**src/rtl/ocm_pkg.sv**
```systemverilog
package ocm_pkg;

    typedef enum logic {
        SGN_NEG = 1'b0,
        SGN_POS = 1'b1
    } sgn_state_t;

    typedef enum logic {
        WIN_INSIDE  = 1'b0,
        WIN_TRIPPED = 1'b1
    } win_state_t;

    function automatic int ocm_max3(input int a, input int b, input int c);
        int m;
        m = (a > b) ? a : b;
        return (m > c) ? m : c;
    endfunction

endpackage

```
**src/rtl/ocm_limit_scale.sv**
```systemverilog
module ocm_limit_scale #(
    parameter int CODE_W    = 8,
    parameter int HYST_W    = 8,
    parameter int LIM_SHIFT = 3,
    parameter int EXT_W     = 14
) (
    input  logic [CODE_W-1:0]        lim_code,
    input  logic [HYST_W-1:0]        win_hyst,
    output logic signed [EXT_W-1:0]  trip_lim,
    output logic signed [EXT_W-1:0]  rel_lim
);

    logic signed [EXT_W-1:0] hyst_ext;

    always_comb begin
        trip_lim = signed'(EXT_W'(lim_code) << LIM_SHIFT);
        hyst_ext = signed'(EXT_W'(win_hyst));
        if (trip_lim > hyst_ext) begin
            rel_lim = trip_lim - hyst_ext;
        end else begin
            rel_lim = '0;
        end
    end

endmodule

```
**src/rtl/ocm_sign_fsm.sv**
```systemverilog
module ocm_sign_fsm
    import ocm_pkg::*;
#(
    parameter int EXT_W = 14
) (
    input  logic                    clk,
    input  logic                    rst_n,
    input  logic                    valid,
    input  logic signed [EXT_W-1:0] sample,
    input  logic signed [EXT_W-1:0] hyst,
    output logic                    sign_o
);

    sgn_state_t state_q, state_d;
    logic signed [EXT_W-1:0] neg_hyst;

    assign neg_hyst = -hyst;

    // state register
    always_ff @(posedge clk or negedge rst_n) begin
        if (!rst_n) begin
            state_q <= SGN_NEG;
        end else begin
            state_q <= state_d;
        end
    end

    // transitions: rise and fall
    always_comb begin
        state_d = state_q;
        unique case (state_q)
            SGN_NEG: if (valid && (sample > hyst))     state_d = SGN_POS;
            SGN_POS: if (valid && (sample < neg_hyst)) state_d = SGN_NEG;
            default: state_d = SGN_NEG;
        endcase
    end

    // outputs
    always_comb begin
        sign_o = (state_q == SGN_POS);
    end

    assert_sign_hold_R2: assert property (@(posedge clk) disable iff (!rst_n)
        !valid |=> $stable(sign_o));

    assert_sign_rise_R3: assert property (@(posedge clk) disable iff (!rst_n)
        $rose(sign_o) |-> ($past(valid) && ($past(sample) > $past(hyst))));

    assert_sign_fall_R4: assert property (@(posedge clk) disable iff (!rst_n)
        $fell(sign_o) |-> ($past(valid) && ($past(sample) < $past(neg_hyst))));

endmodule

```
**src/rtl/ocm_window_fsm.sv**
```systemverilog
module ocm_window_fsm
    import ocm_pkg::*;
#(
    parameter int EXT_W = 14
) (
    input  logic                    clk,
    input  logic                    rst_n,
    input  logic                    valid,
    input  logic signed [EXT_W-1:0] sample,
    input  logic signed [EXT_W-1:0] trip_lim,
    input  logic signed [EXT_W-1:0] rel_lim,
    output logic                    ok_o
);

    win_state_t state_q, state_d;
    logic signed [EXT_W-1:0] neg_trip;
    logic signed [EXT_W-1:0] neg_rel;
    logic outside;
    logic settled;

    assign neg_trip = -trip_lim;
    assign neg_rel  = -rel_lim;
    assign outside  = (sample > trip_lim) || (sample < neg_trip);
    assign settled  = (sample <= rel_lim) && (sample >= neg_rel);

    // state register
    always_ff @(posedge clk or negedge rst_n) begin
        if (!rst_n) begin
            state_q <= WIN_INSIDE;
        end else begin
            state_q <= state_d;
        end
    end

    // transitions: trip and release
    always_comb begin
        state_d = state_q;
        unique case (state_q)
            WIN_INSIDE:  if (valid && outside) state_d = WIN_TRIPPED;
            WIN_TRIPPED: if (valid && settled) state_d = WIN_INSIDE;
            default:     state_d = WIN_INSIDE;
        endcase
    end

    // outputs
    always_comb begin
        ok_o = (state_q == WIN_INSIDE);
    end

    assert_win_hold_R2: assert property (@(posedge clk) disable iff (!rst_n)
        !valid |=> $stable(ok_o));

    assert_win_trip_R5: assert property (@(posedge clk) disable iff (!rst_n)
        $fell(ok_o) |-> ($past(valid) &&
            (($past(sample) > $past(trip_lim)) || ($past(sample) < $past(neg_trip)))));

    assert_win_release_R6: assert property (@(posedge clk) disable iff (!rst_n)
        $rose(ok_o) |-> ($past(valid) &&
            ($past(sample) <= $past(rel_lim)) && ($past(sample) >= $past(neg_rel))));

    assert_win_zero_R7: assert property (@(posedge clk) disable iff (!rst_n)
        (valid && (trip_lim == '0) && (sample == '0) && ok_o) |=> ok_o);

endmodule

```
**src/rtl/phase_window_monitor.sv**
```systemverilog
module phase_window_monitor
    import ocm_pkg::*;
#(
    parameter int NPH       = 3,
    parameter int SMP_W     = 12,
    parameter int CODE_W    = 8,
    parameter int HYST_W    = 8,
    parameter int LIM_SHIFT = 3
) (
    input  logic                   clk,
    input  logic                   rst_n,
    input  logic                   smp_valid,
    input  logic [NPH*SMP_W-1:0]   smp_bus,
    input  logic [CODE_W-1:0]      lim_code,
    input  logic [HYST_W-1:0]      pol_hyst,
    input  logic [HYST_W-1:0]      win_hyst,
    output logic [NPH-1:0]         pol_out,
    output logic [NPH-1:0]         in_range
);

    localparam int EXT_W = ocm_max3(SMP_W, CODE_W + LIM_SHIFT, HYST_W) + 2;

    logic signed [EXT_W-1:0] trip_lim;
    logic signed [EXT_W-1:0] rel_lim;
    logic signed [EXT_W-1:0] pol_h_ext;

    assign pol_h_ext = signed'(EXT_W'(pol_hyst));

    ocm_limit_scale #(
        .CODE_W    (CODE_W),
        .HYST_W    (HYST_W),
        .LIM_SHIFT (LIM_SHIFT),
        .EXT_W     (EXT_W)
    ) u_lim (
        .lim_code (lim_code),
        .win_hyst (win_hyst),
        .trip_lim (trip_lim),
        .rel_lim  (rel_lim)
    );

    for (genvar g = 0; g < NPH; g++) begin : g_phase
        logic signed [EXT_W-1:0] smp_ext;

        assign smp_ext = EXT_W'(signed'(smp_bus[g*SMP_W +: SMP_W]));

        ocm_sign_fsm #(.EXT_W(EXT_W)) u_sign (
            .clk    (clk),
            .rst_n  (rst_n),
            .valid  (smp_valid),
            .sample (smp_ext),
            .hyst   (pol_h_ext),
            .sign_o (pol_out[g])
        );

        ocm_window_fsm #(.EXT_W(EXT_W)) u_win (
            .clk      (clk),
            .rst_n    (rst_n),
            .valid    (smp_valid),
            .sample   (smp_ext),
            .trip_lim (trip_lim),
            .rel_lim  (rel_lim),
            .ok_o     (in_range[g])
        );
    end

    assert_reset_state_R1: assert property (@(posedge clk)
        !rst_n |=> (pol_out == '0) && (in_range == '1));

endmodule

```
**config.mk**
```make
export PLATFORM = sky130hd
export DESIGN_NAME = phase_window_monitor
export DESIGN_NICKNAME = d
export VERILOG_FILES = /design/src/rtl/ocm_pkg.sv /design/src/rtl/ocm_limit_scale.sv /design/src/rtl/ocm_sign_fsm.sv /design/src/rtl/ocm_window_fsm.sv /design/src/rtl/phase_window_monitor.sv
export SDC_FILE = /design/constraint.sdc
export NUM_CORES = 1
export LEC_CHECK = 0
export CORE_ASPECT_RATIO = 0.7
export CORE_MARGIN = 4
export CORE_UTILIZATION = 40
export DETAILED_ROUTE_END_ITERATION = 6
export HOLD_SLACK_MARGIN = 0.12
export PLACE_DENSITY = 0.61
export SLEW_MARGIN = 20
export SYNTH_ARGS = -nofsm -noshare
export SYNTH_HDL_FRONTEND = slang
export SYNTH_SLANG_ARGS = --single-unit
```
**constraint.sdc**
```tcl
create_clock -name clk -period 1.44 [get_ports clk]
set_input_delay 0.144 -clock clk [delete_from_list [all_inputs] [get_ports clk]]
set_output_delay 0.144 -clock clk [all_outputs]
set_load 0.05 [all_outputs]
```
# After elaboration in Yosys (flattened, before gate mapping)
# Cells that the tools add are included.
classes:
  muxes: 19
  bitwise: 6
  magnitude_cmp: 19
  add_sub_neg: 4
  n_reduce_logical: 18
ops:
  columns: ["op", "count"]
  rows:
  - ["$lt 12x14->1", 6]
  - ["$ge 12x14->1", 3]
  - ["$le 12x14->1", 3]
  - ["$gt 12x12->1", 3]
  - ["$gt 12x9->1", 3]
  - ["$logic_and 1x1->1", 15]
  - ["$mux 14", 1]
  - ["$neg 11->14", 1]
  - ["$neg 14->14", 1]
  - ["$neg 8->14", 1]
  - ["$mux 1", 12]
  - ["$pmux 1 s2", 6]
  - ["$sub 11x8->12", 1]
  - ["$gt 11x8->1", 1]
  - ["$not 1->1", 6]
  - ["$logic_or 1x1->1", 3]
totals:
  register_bits: 6
  in_bits: 63
  wordCells: 72

# Longest topological paths before layout
depth:
  word_depth: 8
  depth_mapped: 23

# Cells and area by module
# From an unflattened synthesis, not the netlist that was laid out.
hier_totals:
  cells_unflattened: 1164
  area_unflattened_um2: 8620.8
by_module_without_submodules:
  columns: ["mod", "instances", "area_each_um2", "cells_each", "seq_area_each_um2"]
  rows:
  - ["ocm_window_fsm", 3, 1761.7, 239, 25.0]
  - ["ocm_sign_fsm", 3, 922.1, 121, 25.0]
  - ["ocm_limit_scale", 1, 565.5, 83, 0.0]
  - ["phase_window_monitor", 1, 3.8, 1, 0.0]

# Worst setup path before layout
# OpenSTA, ideal clock, no wires.
synth_timing:
  path_kind: "input port to flip-flop"
  from: "input port win_hyst[6]"
  to: "register g_phase[1].u_win.state_q"
  cell_stages: 22
  path_slack_ns: -2.996
  setup_time_ns: 0.087
  t_arrival_ns: 4.349
  required_time_ns: 1.353
  path_cell_list: "inv_1 -> ha_1 -> clkdlybuf4s50_2 -> and4_1 -> a21oi_1 -> a32oi_1 -> clkbuf_1 -> nand2_1 -> ha_1 -> a21o_1 -> a22o_2 -> ha_1 -> nand2_1 -> a21oi_1 -> a211oi_1 -> o21ai_0 -> maj3_2 -> o211ai_1 -> o21ai_0 -> o32ai_1 -> o21ai_1 -> a211oi_2"
synth_between:
  elab_chain_cells: 8
synth_rtl:
  columns: ["item", "line", "text"]
  rows:
  - ["start, declared", "phase_window_monitor.sv:16", "input logic [HYST_W-1:0] win_hyst,"]
  - ["$sub 11x8->12 or $gt 11x8->1 (tied branches)", "ocm_limit_scale.sv:19, ocm_limit_scale.sv:18", null]
  - ["$mux 14 (*)", "ocm_limit_scale.sv:18", "if (trip_lim > hyst_ext) begin"]
  - ["$neg 14->14", "ocm_window_fsm.sv:22", "assign neg_rel = -rel_lim;"]
  - ["$ge 12x14->1", "ocm_window_fsm.sv:24", "assign settled = (sample <= rel_lim) && (sample >= neg_rel);"]
  - ["$logic_and 1x1->1 (*)", "ocm_window_fsm.sv:24", null]
  - ["$logic_and 1x1->1 (*)", "ocm_window_fsm.sv:40", "WIN_TRIPPED: if (valid && settled) state_d = WIN_INSIDE;"]
  - ["$mux 1 (*)", "ocm_window_fsm.sv:40", null]
  - ["$pmux 1 s2 (*)", "ocm_window_fsm.sv:38", "unique case (state_q)"]
  - ["named net g_phase[1].u_win.state_d", "ocm_window_fsm.sv:15", "win_state_t state_q, state_d;"]
  - ["end signal, assigned", "ocm_window_fsm.sv:31", "state_q <= state_d;"]
  - ["end, declared", "ocm_window_fsm.sv:15", null]
# Mark *: on every way through the listed nets, which the timed path passes. The rest lies on a longest branch.

# Final worst setup path
layout_timing:
  from: "input port win_hyst[7]"
  to: "register g_phase[1].u_win.state_q"
# The elaborated chain is that of the path after synthesis.

==> results.json <==
{
  "grt_pass1_vias": 7224,
  "slew_headroom": 0.635,
  "post-route-period-util": 2.49,
  "gp_congestion": 0.951,
  "r2r_cells": 4,
  "p_leak_nw": 4.41,
  "hold_class": "in -> async",
  "fin_tns_setup_ps": -8560,
  "rsz0062_at_grt": "yes",
  "max_freq_mhz": 278,
  "wl_um": 22000,
  "antenna_found_initial": 0,
  "r2r-end": "g_phase[2].u_win.state_q",
  "drive_above_1_share": 0.397,
  "grt_usage": 0.275,
  "drcViolationCount": 0,
  "worst_pin_slew_ps": 540,
  "finalHoldViolCount": 0,
  "arrival_ps": 3740,
  "drtIter0Drc": 364,
  "fin_crit_ps": 3590,
  "syn-instance-count": 698,
  "clock_sinks": 6,
  "wl_per_cell_um": 18.4,
  "clockRootBuffer": "clkbuf_16",
  "syn_area_um2": 5560,
  "total_power_mw": 4.84,
  "postSynth.asyncResetShare": 1.00,
  "worst_setup_path_start_kind": "input pin",
  "power_frac_clock": 0.096,
  "rrSetupSlack_ps": 280,
  "required_ps": 1590,
  "clock_latency_ps": 230,
  "num_rows": 35,
  "finalSetupViolCount": 6,
  "end_kind": "register",
  "hpwlAfterDp_um": 18700,
  "htreeDepth": 1,
  "irDropWorstVdd_v": 0.000327,
  "fillers": 1068,
  "violations": "setup timing",
  "core_area_um2": 13400,
  "die_height_um": 107,
  "dieArea_um2": 15900,
  "start_util": 0.416,
  "drt_first_pass_iters": 5,
  "worst_slack_ps": -2150,
  "antenna_left": 0,
  "area.growth.synth_to_final_pct": 65.3,
  "sequentialPowerShare": 0.055,
  "reg2reg_from": "g_phase[2].u_win.state_q",
  "power_density_nw_per_um2": 527,
  "combPwrFrac": 0.849,
  "synthDistinctLibCells": 65,
  "yosysSeqAreaShare": 0.0270,
  "intPower_mw": 2.70,
  "ys.warnings.count": 0,
  "numPortBuffers": 68,
  "slew_viol_final": 0,
  "ctsLongestPathBuffers": 2,
  "ios": 69,
  "num_vias": 6794,
  "die_x_um": 149,
  "tritoncts": "done",
  "cts_made_buffers": 3,
  "skew_ps": 0,
  "path_max_fanout": 5,
  "switching_power_mw": 2.15,
  "grt_pass1_wl_um": 35200,
  "cap_violations": 0,
  "criticalPathCategory": "in -> reg",
  "cts.clk_slew.worst_paths_ps": 40,
  "status": "complete, but fails checks",
  "avgSynthCellArea_um2": 7.96,
  "synth-main-ff-cell": "dfrtp_1",
  "nets": 1263,
  "grt_start_max_net_pins": 11,
  "drt-vias-per-instance": 5.68,
  "switching_share": 0.443,
  "dp_slack_ps": -2890,
  "synth-seq-cells": 6,
  "antennaDiodeCount": 0,
  "gr-total-overflow": 0,
  "ctsHoldBuffers": 0,
  "final_util": 0.688,
  "synth_edf_count": 0
}
## cells in the mapped netlist, types with 7 or more instances
| cell type | count | area share |
|---|---|---|
| ha_1 | 186 | 0.42 |
| o21a_1 | 66 | 0.089 |
| inv_1 | 50 | 0.034 |
| a21oi_1 | 43 | 0.039 |
| o21ai_0 | 43 | 0.039 |
| nand2_1 | 35 | 0.024 |
| nor2_1 | 29 | 0.020 |
| nor2b_1 | 23 | 0.026 |
| nand4_1 | 21 | 0.024 |
| nand2b_1 | 18 | 0.020 |
| nor3_1 | 18 | 0.016 |
| nand3_1 | 17 | 0.015 |
| xnor2_1 | 14 | 0.022 |
| a31oi_1 | 11 | 0.012 |
| a21o_1 | 7 | 0.0095 |
| xor2_1 | 7 | 0.011 |
## through the flow
stage | cell area, µm² | hold slack [ps] | cells
after global routing | 9180 | 221 | 1197
after CTS | 8840 | 206 | 1189
after global placement | 8350 | 456 | 1169
final | 9180 | 202 | 1197
after floorplan | 5740 | -152 | 700
after detailed placement | 8350 | 446 | 1169
## per-layer routing
layer,wire length (µm),share of wire,global-route usage,up-vias
li1,-,-,-,3299
met1,10100,0.46,0.357,3249
met2,10100,0.46,0.472,191
met3,1080,0.049,0.0418,55
met4,732,0.033,0.0830,0
met5,0,0,0,-
## state kept, by name, summed over array words and instances, names as in the netlist
register and flops:
g_phase.u_win.state_q 3, g_phase.u_sign.sign_o 3
## cell type report
cell class | instances | area [µm²] | share of cell area
multi-input cells | 631 | 5830 | 0.634
repair buffers | 321 | 2690 | 0.293
well taps | 185 | 231 | 0.0252
inverters | 51 | 214 | 0.0233
flip-flops and latches | 6 | 150 | 0.0163
clock buffers | 3 | 75.1 | 0.00817
## how the worst max path moves through the flow
stage,startpoint,to,slack (ps)
after floorplan,win_hyst[7],g_phase[1].u_win.state_q,-2180
after global placement,win_hyst[7],g_phase[1].u_win.state_q,-2830
after detailed placement,win_hyst[7],g_phase[1].u_win.state_q,-2890
after CTS,win_hyst[7],g_phase[1].u_win.state_q,-2090
after global routing,win_hyst[7],g_phase[2].u_win.state_q,-2310
final,win_hyst[7],g_phase[1].u_win.state_q,-2150
## power by group through the flow
stage                     Combinational, mW  Clock [mW]  Sequential [mW]
after global placement                 3.52           0            0.266
after CTS                              3.80       0.461            0.267
after floorplan                        1.96           0            0.240
final                                  4.11       0.465            0.269
after global routing                   4.51       0.477            0.273
after detailed placement               3.63           0            0.269
## layout by cell type, fill, tap and decap left out, types with 5 or more instances in the layout
cell type | synthesis | layout
inv_1 | 50 | 36
ha_4 | 0 | 24
nor2_1 | 29 | 26
clkbuf_2 | 0 | 5
o21ai_1 | 4 | 17
a21o_1 | 7 | 7
a21oi_1 | 43 | 27
buf_12 | 0 | 8
nor3_1 | 18 | 14
clkdlybuf4s50_1 | 0 | 29
o21ai_0 | 43 | 22
xnor2_1 | 14 | 11
nor2b_1 | 23 | 21
buf_4 | 6 | 237
dfrtp_1 | 6 | 6
nand3_1 | 17 | 16
xor2_1 | 7 | 5
nand4_1 | 21 | 21
a21oi_2 | 0 | 15
nand2_2 | 0 | 6
buf_6 | 0 | 22
ha_1 | 186 | 162
nand2b_1 | 18 | 17
dlygate4sd2_1 | 0 | 13
inv_2 | 0 | 10
nand2_1 | 35 | 27
o21ai_2 | 0 | 8
a31oi_1 | 11 | 10
o21a_1 | 66 | 66
## cells by family (layout without fill, tap and decap cells)
family / count (synthesis) / in the layout / synth area share
adder cells (fa/ha/maj): 190 / 190 / 0.427
XOR/XNOR: 21 / 21 / 0.0331
other: 1 / 3 / 0.000675
buffers and inverters: 63 / 375 / 0.0480
multiplexers: 6 / 6 / 0.0117
AO/OA/AOI/OAI: 218 / 218 / 0.262
AND/OR/NAND/NOR: 193 / 193 / 0.191
flip-flops: 6 / 6 / 0.0270
## worst max-delay path: stages
cell,delay (ps)
buf_8,90
inv_12,30
ha_4,270
and4_4,250
a21oi_4,60
a32oi_1,200
buf_4,200
nand2_4,70
ha_4,190
buf_4,140
buf_4,130
o21ai_2,60
nand2_2,110
buf_4,160
ha_4,220
a21oi_2,140
o21ai_2,70
maj3_2,350
o21ai_2,160
a21boi_2,90
nor4_2,270
o21ai_1,120
a211oi_2,210
## repair_timing
item | in CTS | in global routing
pin swaps | 71 | 52
buffers inserted | 19 | 8
resized for setup | 162 | 73
setup endpoints to repair | 6 | 6
Note: power is estimated with default switching activity, not from simulation.
